### config.mk
export PLATFORM = sky130hd
export DESIGN_NAME = host_irq_out
export DESIGN_NICKNAME = d
export VERILOG_FILES = /design/src/rtl/host_irq_out.sv
export SDC_FILE = /design/constraint.sdc
export NUM_CORES = 1
export LEC_CHECK = 0
export ABC_AREA = 0
export BUFFER_PORTS_ARGS = -buffer_cell sky130_fd_sc_hd__buf_2
export CAP_MARGIN = 20
export CELL_PAD_IN_SITES_DETAIL_PLACEMENT = 2
export CELL_PAD_IN_SITES_GLOBAL_PLACEMENT = 2
export CORE_MARGIN = 3
export CORE_UTILIZATION = 33
export DETAILED_ROUTE_END_ITERATION = 8
export PLACE_DENSITY_LB_ADDON = 0.05
export SKIP_LAST_GASP = 1
export SYNTH_ARGS = -nofsm -noshare
export SYNTH_HDL_FRONTEND = slang
export SYNTH_SLANG_ARGS = --single-unit
### constraint.sdc
create_clock -name clk -period 1.6 [get_ports clk]
set_input_delay 0.08 -clock clk [delete_from_list [all_inputs] [get_ports clk]]
set_output_delay 0.08 -clock clk [all_outputs]
set_load 0.005 [all_outputs]
### src/rtl/host_irq_out.sv
module host_irq_out #(
  parameter int TICK_DIV = 25
) (
  input  logic       clk,
  input  logic       rst_n,
  input  logic       cfg_level,
  input  logic [1:0] cfg_width,
  input  logic       cfg_split,
  input  logic       req0,
  input  logic       req1,
  input  logic       clr0,
  input  logic       clr1,
  output logic       irq0_o,
  output logic       irq1_o
);
  localparam int DW = (TICK_DIV > 1) ? $clog2(TICK_DIV) : 1;

  logic [DW-1:0] div_q;
  logic          tick;
  logic [1:0]    req, clr, pend, act, lvl, drive;
  logic [2:0]    left [2];
  logic [2:0]    span;

  assign tick  = (div_q == DW'(TICK_DIV - 1));
  assign req   = {req1, req0};
  assign clr   = {clr1, clr0};
  assign span  = (3'd1 << cfg_width) - 3'd1;
  assign drive = lvl | act;

  always_ff @(posedge clk or negedge rst_n)
    if (!rst_n) div_q <= '0;
    else        div_q <= tick ? '0 : div_q + DW'(1);

  always_ff @(posedge clk or negedge rst_n) begin
    if (!rst_n) begin
      pend <= '0;
      act  <= '0;
      lvl  <= '0;
      for (int c = 0; c < 2; c++) left[c] <= '0;
    end else begin
      for (int c = 0; c < 2; c++) begin
        if (cfg_level) begin
          pend[c] <= 1'b0;
          act[c]  <= 1'b0;
          if (req[c])      lvl[c] <= 1'b1;
          else if (clr[c]) lvl[c] <= 1'b0;
        end else begin
          lvl[c] <= 1'b0;
          if (act[c]) begin
            if (tick) begin
              if (left[c] == 3'd0) act[c] <= 1'b0;
              else                 left[c] <= left[c] - 3'd1;
            end
          end else if (pend[c]) begin
            if (tick) begin
              pend[c] <= 1'b0;
              act[c]  <= 1'b1;
              left[c] <= span;
            end
          end else if (req[c]) begin
            pend[c] <= 1'b1;
          end
        end
      end
    end
  end

  always_ff @(posedge clk or negedge rst_n)
    if (!rst_n) begin
      irq0_o <= 1'b0;
      irq1_o <= 1'b0;
    end else begin
      irq0_o <= drive[0] | (~cfg_split & drive[1]);
      irq1_o <= cfg_split & drive[1];
    end
endmodule


==> flow_metrics.tcl <==
set metrics [dict create \
    status "finished with violations" \
    violations "negative setup slack" \
    area_growth_pct 30.70 \
    synthFlopType "dfrtp_1" \
    design.core.area_mm2 0.002877 \
    start_kind "flop" \
    first_pass_iters 4 \
    syn_avg_cell_area_um2 10.47 \
    htreeDepth 1 \
    required_ns 1.82 \
    ys_types 30 \
    hold_class "primary input to flop" \
    fin_ws_ns -0.006151 \
    die-width_um 62.34 \
    cts_made_buffers 3 \
    n_antenna_cell 0 \
    skew_ns 0.0007414 \
    peakVddDrop_v 0.0005675 \
    place_hpwl_um 1867 \
    tritoncts "yes" \
    relSlewSlack 0.6998 \
    rows 19 \
    synth_top_area_share 0.4540 \
    maxCapViolations 0 \
    io_pins 12 \
    maxSlewViolCount 0 \
    ys_ff_latch 19 \
    final_common_cell "dfrtp_1" \
    syn_nets 116 \
    drt-initial-drc-count 39 \
    endpoint_kind "flop" \
    gr-total-overflow 0 \
    wire_per_inst_um 16.05 \
    ant_nets 0 \
    synthArstFlopShare 1.000 \
    critPathKind "flop to flop" \
    worstPathArrival_ns 1.83 \
    rsz0062_at_grt "yes" \
    initial_core_util 0.3641 \
    die_y_um 62.34 \
    clock_sinks 19 \
    postSynthCellCount 100 \
    cts-root-buf "clkbuf_4" \
    grt_pass1_wl_um 4926 \
    clock_latency_ns 0.30 \
    clockBufferDepth 2 \
    layout_common_cells "19 x dfrtp_1, 16 x buf_4, 11 x buf_2" \
    grt_pass1_vias 970 \
    viasPerCell 4.931 \
    fmax_ghz 0.6226 \
    place_area_mm2 0.001215 \
    setup_viol 1 \
    postLayoutCellArea_mm2 0.001369 \
    hold_viol_final 0 \
    die-area_mm2 0.003886 \
    synth_edf_count 0 \
    totalWireLength_um 2777 \
    grtUsageTotal 0.1587 \
    finalCritPeriodShare 1.004 \
    netlist_area_mm2 0.001047 \
    io_buffers 11 \
    drc 0 \
    yosys.area.top_type "dfrtp_1" \
    gp_congestion 0.7924 \
    synth-seq-area-share 0.4540 \
    grt_max_degree 20 \
    nets 148 \
    vias 853 \
    yosys-top-cells-area "dfrtp_1 45%, ha_1 7.2%, o21ai_0 4.3%, nor4_4 4.1%, a21oi_1 3.3%" \
    p_leak_nw 0.6308 \
    worstMarginPinSlew_ns 0.4503 \
    power.total_uw 925.8 \
    min_period_ns 1.606 \
    yosys_warnings 0 \
    drive_gt1_frac 0.3740 \
    power_density_mw_per_mm2 676.4 \
    grt_antenna_before_repair 0 \
    worstPathMaxFanout 3 \
    ff2ff_setup_slack_ns -0.006 \
    clk_pin_slew_ns 0.11 \
]
synth_stat cells (2+ instances only):
cell and n:
dfrtp_1 19, o21ai_0 9, a21oi_1 7, inv_1 7, nor2_1 7, ha_1 6, nand2_1 6, clkbuf_1 4
nor2b_1 4, mux2_2 3, nand3b_1 3, and3b_1 2, mux2i_1 2, nand2b_1 2, nor3_1 2, nor4_4 2
o21a_1 2
registers in the layout (all words and copies together) (netlist names):
signal  count
left        6
div_q       5
act         2
lvl         2
pend        2
irq0_o      1
irq1_o      1
routing by layer:
metal / share of wire / up-vias / GRT usage
met5: 0 / - / 0
met4: 0.0061 / 0 / 0.03306
met3: 0.023 / 2 / 0.03243
met2: 0.55 / 8 / 0.2823
met1: 0.42 / 433 / 0.1984
li1: - / 410 / -
power by group:
group | total, mW | switching (mW) | internal, mW | leakage [nW]
clock network | 0.248 | 0.151 | 0.0971 | 0.0150
logic | 0.154 | 0.0733 | 0.0811 | 0.379
registers | 0.523 | 0.0177 | 0.506 | 0.237
kinds of logic (layout without fill, tap and decap cells):
family	count (synthesis)	after routing	share of synthesized area
flops	19	19	0.4540
simple gates	36	36	0.2497
compound gates	21	21	0.1171
mux	5	5	0.05137
fa+ha+maj	6	6	0.07168
buf+inv	11	42	0.03943
xor+xnor	2	2	0.01673
per-stage QoR:
stage | setup TNS (ns) | util | setup WS (ns) | cells | hold WS (ns)
5_1_grt | -0.5726 | 0.4759 | -0.1330 | 173 | 0.02964
3_5_place_dp | -0.04203 | 0.4224 | -0.02774 | 159 | 0.05321
2_1_floorplan | 0 | - | 0.03280 | 100 | -0.2156
4_1_cts | -0.02107 | 0.4572 | -0.01632 | 169 | 0.001352
6_report | -0.006151 | 0.4759 | -0.006151 | 173 | 0.03165
3_3_place_gp | 0 | 0.4224 | 0.007615 | 159 | 0.05390
worst max-delay path, cell delays in order, from the launching register on:
cell and delay (ns):
dfrtp_1 0.38, inv_2 0.06, ha_4 0.16, and3b_2 0.22, nor4_4 0.36, buf_4 0.18
mux2i_1 0.19
final timing paths:
check                      cells after the start     from  endpoint
min                                            2     req1    lvl[1]
max in group asynchronous                      2    rst_n    act[1]
max                                            6  left[0]   left[1]
max reg2reg                                    6  left[0]   left[1]
min in group asynchronous                      2    rst_n  div_q[2]
min reg2reg                                    2   lvl[0]    irq0_o
cell type report:
type,count,area [um^2]
Tap cell,42,52.55
Inverter,7,26.28
Timing Repair Buffer,31,216.5
Multi-Input combinational cell,70,571.8
Sequential cell,19,475.5
Fill cell,295,1508
Clock buffer,4,26.28
repair_timing:
action | in CTS | in global routing
buffers inserted | 4 | 3
setup endpoints to repair | 4 | 6
pin swaps | 2 | 3
hold buffers | 2 | 1
endpoints found under the hold margin | 20 | 1
gates resized for setup | 7 | 8
(Power assumes the default switching activity.)
